<file path="config.mk">
export PLATFORM = sky130hd
export DESIGN_NAME = bert_snap_capture
export DESIGN_NICKNAME = d
export VERILOG_FILES = /design/src/rtl/bert_cap_pkg.sv /design/src/rtl/bcap_rx_shift.sv /design/src/rtl/bcap_req_edge.sv /design/src/rtl/bcap_snap_bank.sv /design/src/rtl/bert_snap_capture.sv
export SDC_FILE = /design/constraint.sdc
export NUM_CORES = 1
export LEC_CHECK = 0
export ABC_CLOCK_PERIOD_IN_PS = 1600
export CAP_MARGIN = 20
export CORE_MARGIN = 8
export CORE_UTILIZATION = 25
export CTS_CLUSTER_DIAMETER = 40
export DETAILED_ROUTE_END_ITERATION = 8
export SYNTH_ARGS = -nofsm -noshare
export SYNTH_HDL_FRONTEND = slang
export SYNTH_SLANG_ARGS = --single-unit
</file>
<file path="constraint.sdc">
create_clock -name clk -period 1.6 [get_ports clk]
set_clock_uncertainty 0.2 [all_clocks]
set_input_delay 0.32 -clock clk [delete_from_list [all_inputs] [get_ports clk]]
set_output_delay 0.32 -clock clk [all_outputs]
set_load 0.01 [all_outputs]
</file>
<file path="src/rtl/bert_cap_pkg.sv">
package bert_cap_pkg;
  localparam int SNAP_W = 32;
  localparam int BYTE_W = 8;
  localparam int ADDR_W = 8;
  localparam int N_BYTES = SNAP_W / BYTE_W;
  localparam logic [ADDR_W-1:0] SNAP_BASE = 8'h10;
endpackage

</file>
<file path="src/rtl/bcap_rx_shift.sv">
module bcap_rx_shift #(
  parameter int W = 32
) (
  input  logic         clk,
  input  logic         rst_n,
  input  logic         bit_i,
  input  logic         valid_i,
  output logic [W-1:0] window_o
);
  logic [W-1:0] win_q;

  always_ff @(posedge clk or negedge rst_n) begin
    if (!rst_n) begin
      win_q <= '0;
    end else if (valid_i) begin
      win_q <= {win_q[W-2:0], bit_i};
    end
  end

  assign window_o = win_q;
endmodule

</file>
<file path="src/rtl/bcap_req_edge.sv">
module bcap_req_edge (
  input  logic clk,
  input  logic rst_n,
  input  logic ctl_i,
  input  logic pin_i,
  output logic fire_o
);
  logic req_w;
  logic req_prev_q;

  assign req_w = ctl_i | pin_i;

  always_ff @(posedge clk or negedge rst_n) begin
    if (!rst_n) begin
      req_prev_q <= 1'b0;
    end else begin
      req_prev_q <= req_w;
    end
  end

  assign fire_o = req_w & ~req_prev_q;
endmodule

</file>
<file path="src/rtl/bcap_snap_bank.sv">
module bcap_snap_bank #(
  parameter int              W      = 32,
  parameter int              BYTE_W = 8,
  parameter int              AW     = 8,
  parameter logic [AW-1:0]   BASE   = 8'h10
) (
  input  logic              clk,
  input  logic              rst_n,
  input  logic              fire_i,
  input  logic              sync_i,
  input  logic [W-1:0]      live_i,
  input  logic [W-1:0]      ref_i,
  input  logic              rd_en,
  input  logic [AW-1:0]     rd_addr,
  output logic [BYTE_W-1:0] rd_data,
  output logic [W-1:0]      snap_o
);
  localparam int NB = W / BYTE_W;

  logic [W-1:0] snap_q;
  logic [NB-1:0][BYTE_W-1:0] hit_bytes;

  always_ff @(posedge clk or negedge rst_n) begin
    if (!rst_n) begin
      snap_q <= '0;
    end else if (fire_i) begin
      snap_q <= sync_i ? ref_i : live_i;
    end
  end

  for (genvar k = 0; k < NB; k++) begin : g_byte
    localparam logic [AW-1:0] ADDR_K = AW'(int'(BASE) + k);
    assign hit_bytes[k] = (rd_en && rd_addr == ADDR_K)
                          ? snap_q[W-1-BYTE_W*k -: BYTE_W] : '0;
  end

  always_comb begin
    rd_data = '0;
    for (int k = 0; k < NB; k++) begin
      rd_data = rd_data | hit_bytes[k];
    end
  end

  assign snap_o = snap_q;
endmodule

</file>
<file path="src/rtl/bert_snap_capture.sv">
module bert_snap_capture
  import bert_cap_pkg::*;
(
  input  logic              clk,
  input  logic              rst_n,
  input  logic              rx_bit,
  input  logic              rx_valid,
  input  logic              sync_ok,
  input  logic [SNAP_W-1:0] ref_word,
  input  logic              ctl_latch,
  input  logic              pin_latch,
  input  logic              rd_en,
  input  logic [ADDR_W-1:0] rd_addr,
  output logic [BYTE_W-1:0] rd_data
);
  logic [SNAP_W-1:0] window_w;
  logic [SNAP_W-1:0] snap_w;
  logic              fire_w;

  bcap_rx_shift #(.W(SNAP_W)) u_shift (
    .clk      (clk),
    .rst_n    (rst_n),
    .bit_i    (rx_bit),
    .valid_i  (rx_valid),
    .window_o (window_w)
  );

  bcap_req_edge u_edge (
    .clk    (clk),
    .rst_n  (rst_n),
    .ctl_i  (ctl_latch),
    .pin_i  (pin_latch),
    .fire_o (fire_w)
  );

  bcap_snap_bank #(
    .W(SNAP_W), .BYTE_W(BYTE_W), .AW(ADDR_W), .BASE(SNAP_BASE)
  ) u_bank (
    .clk     (clk),
    .rst_n   (rst_n),
    .fire_i  (fire_w),
    .sync_i  (sync_ok),
    .live_i  (window_w),
    .ref_i   (ref_word),
    .rd_en   (rd_en),
    .rd_addr (rd_addr),
    .rd_data (rd_data),
    .snap_o  (snap_w)
  );
endmodule

</file>
==> results of run 1 <==
[cell usage after synthesis, types with 2 or more instances]
library cell	instances
buf_6	4
and3_1	8
clkbuf_1	2
mux4_2	8
mux2_1	2
mux2_4	60
buf_4	3
dfrtp_1	65
buf_2	4
mux2_2	34
[placed cells by master (no fill, tap or decap), drive strengths merged]
| cell type | n |
|---|---|
| dlygate4sd3 | 1 |
| o21ba | 1 |
| clkdlybuf4s50 | 40 |
| dfrtp | 65 |
| nor4b | 1 |
| clkinv | 1 |
| and3 | 8 |
| mux4 | 8 |
| clkbuf | 13 |
| clkdlybuf4s15 | 1 |
| mux2 | 96 |
| or2 | 1 |
| dlygate4sd2 | 4 |
| buf | 47 |
| nor3b | 1 |
| clkinvlp | 1 |
[worst reg2reg max path, cell delays in order, from the launching register on]
cell and delay (ns):
dfrtp_1 0.36, o21ba_2 0.33, buf_12 0.20, mux2_2 0.35
[through the flow]
step	TNS, ns	power [µW]	util (%)	hold WS, ns	cells
after global placement	-21.17	4450	33.3	0.164	444
final	-3.06	6330	35.9	0.312	465
after floorplan	-0.194	3730	-	-0.176	195
after global routing	-3.37	6690	35.9	0.324	465
after CTS	-3.17	6400	35.8	0.315	463
after detailed placement	-21.32	4490	33.3	0.163	444
[routing by layer]
| layer | track usage [%] | up-vias | wire, µm |
|---|---|---|---|
| li1 | - | 891 | - |
| met1 | 11.2 | 959 | 3570 |
| met2 | 14.2 | 47 | 3540 |
| met4 | 3.49 | 0 | 102 |
| met5 | 0 | - | 0 |
| met3 | 3.28 | 8 | 368 |
[cell type report]
cell class	count	share of cell area (%)
clock buffer	13	5.75
multi-input combinational	116	34.7
timing repair buffer	93	20.0
sequential	65	34.6
tap	176	4.68
clock inverter	2	0.266
[worst max path at each step]
stage	depth (start not counted)	from	slack, ns	to
3_5_place_dp	5	rd_addr[0]	-1.10	rd_data[4]
4_1_cts	3	u_bank.snap_o[6]	-0.41	rd_data[6]
5_1_grt	3	u_bank.snap_o[5]	-0.44	rd_data[5]
2_1_floorplan	3	rd_addr[0]	-0.02	rd_data[1]
6_report	3	u_bank.snap_o[5]	-0.39	rd_data[5]
3_3_place_gp	5	rd_addr[0]	-1.07	rd_data[2]
[logic make-up after synthesis]
kind of cell / after synthesis / share of synthesized area [%]
muxes: 104 / 44.9
DFF: 65 / 49.1
buffers and inverters: 14 / 3.32
and+or+nand+nor: 11 / 2.38
AOI/OAI and AO/OA: 1 / 0.302
[registers in the layout, indices dropped and copies added (netlist names)]
| name | count |
|---|---|
| u_bank.snap_o | 32 |
| u_edge.req_prev_q | 1 |
| u_shift.window_o | 32 |
[timing repair]
item,4_1_cts,5_1_grt
pin swaps,9,0
buffers inserted,3,2
gates resized for setup,49,1
endpoints found under the hold margin,65,0
endpoints found under the setup margin,8,9
hold buffers,1,0
[report_power, final]
group	internal, µW	leakage, µW	switching, µW
clock	1160	0.000138	660
combinational	1400	0.00118	447
sequential	2240	0.000798	417
total	4810	0.00212	1520
==> impl_metrics.py, run 1 <==
metrics = {
    "layout": {
        "final_net_count": 333,
        "drive_gt1_share_pct": 60.9,
        "num_antenna_cells": 0,
        "fin_area_mm2": 0.00470,
        "regArea_mm2": 0.00163,
        "multi_input_area_mm2": 0.00163,
        "area_growth_pct": 41.9,
        "fill_cells": 1242,
    },
    "timing": {
        "hold_viol_final": 0,
        "tightest_slew_ns": 0.353,
        "setup_viol": 8,
        "rsz0062_at_grt": "true",
        "fin_crit_sh_pct": 125,
        "maxSlewViolCount": 0,
        "fmax_mhz": 501,
        "slew_headroom_pct": 76.5,
        "timing.final.crit_period_ns": 1.99,
        "setup_ws_ns": -0.395,
    },
    "cts": {
        "h-tree-depth": 3,
        "clk_latency_ns": 0.32,
        "numCtsBuffers": 9,
        "cts_max_path_buffers": 2,
        "cts.sinks": 65,
        "clkTransAtPathRegs_ns": 0.05,
        "clock-root-buffer": "clkbuf_16",
        "cts_tree": "yes",
    },
    "routing": {
        "drt-pass1-iter-count": 4,
        "antenna_left": 0,
        "drt_iter0_markers": 77,
        "wirelength_mm": 7.58,
        "drc": 0,
        "wl_per_cell_um": 16.3,
        "viasPerCell": 4.10,
        "vias": 1905,
    },
    "floorplan": {
        "pin_count": 56,
        "die_x_um": 131,
        "die_h_um": 131,
        "dieArea_mm2": 0.0172,
        "fp-row-count": 42,
        "design.core.area_mm2": 0.0131,
        "initial_utilization_pct": 25.3,
    },
    "global_routing": {
        "track_usage_pct": 9.07,
        "grt_overflow": 0,
        "first_global_vias": 2249,
        "grt_max_degree": 66,
        "antenna_found_initial": 0,
        "grt_pass1_wl_mm": 12.3,
    },
    "critical_path": {
        "critPathArrivalTime_ns": 1.47,
        "crit_type": "reg -> out",
        "end_kind": "output port",
        "timing.rr.end": "u_bank.snap_o[31]",
        "cpMaxStageDelayCell": "mux4_2",
        "critPathBufInv": 1,
        "path_max_fanout": 2,
        "crit_family": "multiplexers",
        "r2r_setup_slack_ns": 0.06,
        "r2r-start": "u_edge.req_prev_q",
        "worst_path_largest_cell_delay_ns": 0.48,
        "start_kind": "register",
        "reg2reg_depth": 3,
        "cp.required_ns": 1.08,
        "crit_chain": "mux4_2, and3_4, buf_6",
    },
    "yosys": {
        "synth_top_area_share_pct": 49.1,
        "synth_seq_cells": 65,
        "synth.largest_area_cell": "dfrtp_1",
        "syn-cell-area_mm2": 0.00331,
        "synth.net_count": 243,
        "synth_ff_type": "dfrtp_1",
        "synth_warnings": 0,
        "synth_area_leaders": "dfrtp_1 49%, mux2_4 27%, mux2_2 12%",
        "avgSynthCellArea_um2": 17.0,
        "syn_inst": 195,
        "seq_area_frac_synth_pct": 49.1,
        "yosysUniqueCellTypes": 15,
        "synth_edf_count": 0,
        "async_reset_ff_share_pct": 100,
    },
    "outcome": {
        "status": "finished with violations",
        "violations": "setup timing",
    },
    "placed_design": {
        "port_buffers": 55,
        "dp.final_hpwl_mm": 5.64,
        "placed_cell_area_mm2": 0.00436,
        "dp_slack_ns": -1.10,
        "gp_routability_congestion": 0.745,
    },
    "hold_path": {
        "min-delay-start": "u_bank.snap_o[0]",
        "min_to": "u_bank.snap_o[0]",
        "holdPathStages": 1,
        "min_path_type": "reg -> reg",
    },
    "power": {
        "vdd_drop_max_mv": 0.559,
        "power.leakage_uw": 0.00212,
        "p_per_area_mw_per_mm2": 1350,
    },
    "flow_run": {
        "max_cap_viol_count": 0,
    },
}
No activity file was read; power rests on OpenSTA's default activity.
==> inputs of run 2 (changes only) <==
--- a/config.mk
+++ b/config.mk
@@ -11,6 +11,7 @@
 export CORE_UTILIZATION = 25
 export CTS_CLUSTER_DIAMETER = 40
 export DETAILED_ROUTE_END_ITERATION = 8
+export DONT_BUFFER_PORTS = 1
 export SYNTH_ARGS = -nofsm -noshare
 export SYNTH_HDL_FRONTEND = slang
 export SYNTH_SLANG_ARGS = --single-unit
==> impl_metrics.py, run 2 (synthesized netlist as in run 1, its figures left out) <==
metrics = {
    "outcome": {
        "status": "finished with violations",
        "violations": "hold timing, setup timing",
    },
    "layout": {
        "drive_gt1_share_pct": 64.2,
        "area_growth_pct": 26.2,
        "fill_cells": 1278,
        "final_cell_mix": "65 x dfrtp_1, 60 x mux2_4, 34 x mux2_2",
        "final_common_cell": "dfrtp_1",
        "final_core_util_pct": 31.9,
        "final_net_count": 283,
    },
    "power": {
        "vdd_drop_max_mv": 0.549,
        "seqPwrFrac_pct": 40.6,
        "power_switching_uw": 1500,
        "switching_share_pct": 23.0,
        "p_int_uw": 5000,
        "combPwrFrac_pct": 28.0,
        "power.leakage_uw": 0.00189,
        "p_per_area_mw_per_mm2": 1550,
        "p_clk_share_pct": 31.4,
        "total_power_uw": 6500,
    },
    "critical_path": {
        "end_kind": "output port",
        "worst_path_largest_cell_delay_ns": 0.46,
        "critPathArrivalTime_ns": 1.40,
        "r2r_setup_slack_ns": 0.05,
        "crit_chain": "mux4_2, and3_4",
        "crit_start": "u_bank.snap_o[17]",
        "reg2reg_depth": 2,
        "start_kind": "register",
        "cp-endpoint": "rd_data[1]",
        "path_max_fanout": 2,
        "cp.required_ns": 1.08,
        "timing.rr.end": "u_shift.window_o[4]",
        "cpMaxStageDelayCell": "mux4_2",
        "r2r-start": "u_shift.window_o[4]",
        "crit_type": "reg -> out",
    },
    "routing": {
        "viasPerCell": 4.15,
        "wl_per_cell_um": 18.3,
        "drt_iter0_markers": 109,
        "antenna_left": 0,
        "drt-pass1-iter-count": 4,
        "drc": 0,
        "vias": 1730,
        "wirelength_mm": 7.61,
    },
    "timing": {
        "tightest_slew_ns": 0.968,
        "hold-worst-slack_ns": -0.512,
        "final.setup.tns_ns": -2.32,
        "rsz0062_at_grt": "true",
        "fmax_mhz": 521,
        "slew_headroom_pct": 35.4,
        "timing.final.crit_period_ns": 1.92,
        "maxSlewViolCount": 0,
        "setup_ws_ns": -0.321,
        "setup_viol": 8,
        "hold_viol_final": 65,
        "fin_crit_sh_pct": 120,
    },
    "cts": {
        "clkTransAtPathRegs_ns": 0.06,
        "cts_max_path_buffers": 2,
        "cts.sinks": 65,
        "cts_hold_buffers": 19,
        "cts_tree": "yes",
        "clk_latency_ns": 0.32,
        "numCtsBuffers": 9,
        "h-tree-depth": 3,
        "clock-root-buffer": "clkbuf_16",
    },
    "floorplan": {
        "die_h_um": 131,
        "pin_count": 56,
        "dieArea_mm2": 0.0172,
        "die_x_um": 131,
        "fp-row-count": 42,
        "initial_utilization_pct": 25.3,
        "design.core.area_mm2": 0.0131,
    },
    "placed_design": {
        "dp.final_hpwl_mm": 5.33,
        "gp_routability_congestion": 0.689,
        "port_buffers": 0,
    },
    "global_routing": {
        "antenna_found_initial": 0,
        "grt_overflow": 0,
        "grt_max_degree": 66,
        "first_global_vias": 1932,
        "track_usage_pct": 9.06,
        "grt_pass1_wl_mm": 11.7,
    },
    "flow_run": {
        "max_cap_viol_count": 0,
    },
    "hold_path": {
        "min_path_type": "in -> async",
    },
}
-- run 2: cell count changes in the layout (fill, tap and decap cells not counted), moves of 2 or more --
| cell | previous run | this run |
|---|---|---|
| dlygate4sd2_1 | 4 | 0 |
| clkdlybuf4s50_1 | 40 | 0 |
| buf_2 | 2 | 0 |
| buf_12 | 8 | 1 |
| dlygate4sd3_1 | 1 | 18 |
| buf_6 | 10 | 0 |
| buf_4 | 27 | 23 |
-- run 2: power by group through the flow --
stage	Sequential (µW)	Clock, µW	Combinational, µW
2_1_floorplan	2510	0	1220
4_1_cts	2640	2090	1750
6_report	2640	2040	1820
3_5_place_dp	2680	0	1300
3_3_place_gp	2650	0	1290
5_1_grt	2710	2170	1940
-- run 2: critical path: cells and delay by family (launching register included) --
| family | cells | cell delay (ns) |
|---|---|---|
| mux | 1 | 0.46 |
| flops | 1 | 0.40 |
| simple gates | 1 | 0.21 |
-- run 2: repair_timing --
action | CTS | global route
resized for setup | 0 | 1
pin swaps | 3 | 0
buffers inserted | 12 | 5
setup endpoints to repair | 8 | 25
hold endpoints to repair | 98 | 65
-- run 2: cell type report --
class                           count  area (µm²)  area share (%)
Tap cell                          176         220            5.27
Antenna cell                        1        2.50          0.0599
Clock inverter                      4        50.0            1.20
Multi-Input combinational cell    116        1630            39.0
Sequential cell                    65        1630            38.9
Clock buffer                       12         267            6.38
Timing Repair Buffer               43         385            9.22
-- run 2: per-layer routing --
| metal | track usage [%] | wire length (µm) | up-vias |
|---|---|---|---|
| met4 | 3.49 | 109 | 0 |
| li1 | - | - | 793 |
| met5 | 0 | 0 | - |
| met1 | 10.2 | 3170 | 881 |
| met2 | 13.0 | 3440 | 46 |
| met3 | 6.40 | 900 | 10 |
-- run 2: how the worst min path moves through the flow --
stage                                 to  slack, ns  startpoint
global route        u_shift.window_o[29]      -0.53       rst_n
detailed placement  u_shift.window_o[25]      -0.17       rst_n
floorplan               u_bank.snap_o[0]      -0.18       rst_n
CTS                 u_shift.window_o[18]      -0.53       rst_n
global placement    u_shift.window_o[31]      -0.17       rst_n
finish              u_shift.window_o[29]      -0.51       rst_n
-- run 2: through the flow --
stage | worst slack, ns | std cells | instance area (µm²) | hold slack, ns
after floorplan | -0.0243 | 195 | 3380 | -0.176
after global placement | 0.0251 | 364 | 3540 | -0.172
after detailed placement | 0.0240 | 364 | 3540 | -0.172
after CTS | -0.336 | 411 | 4140 | -0.527
after global routing | -0.352 | 416 | 4180 | -0.531
final | -0.321 | 417 | 4180 | -0.512
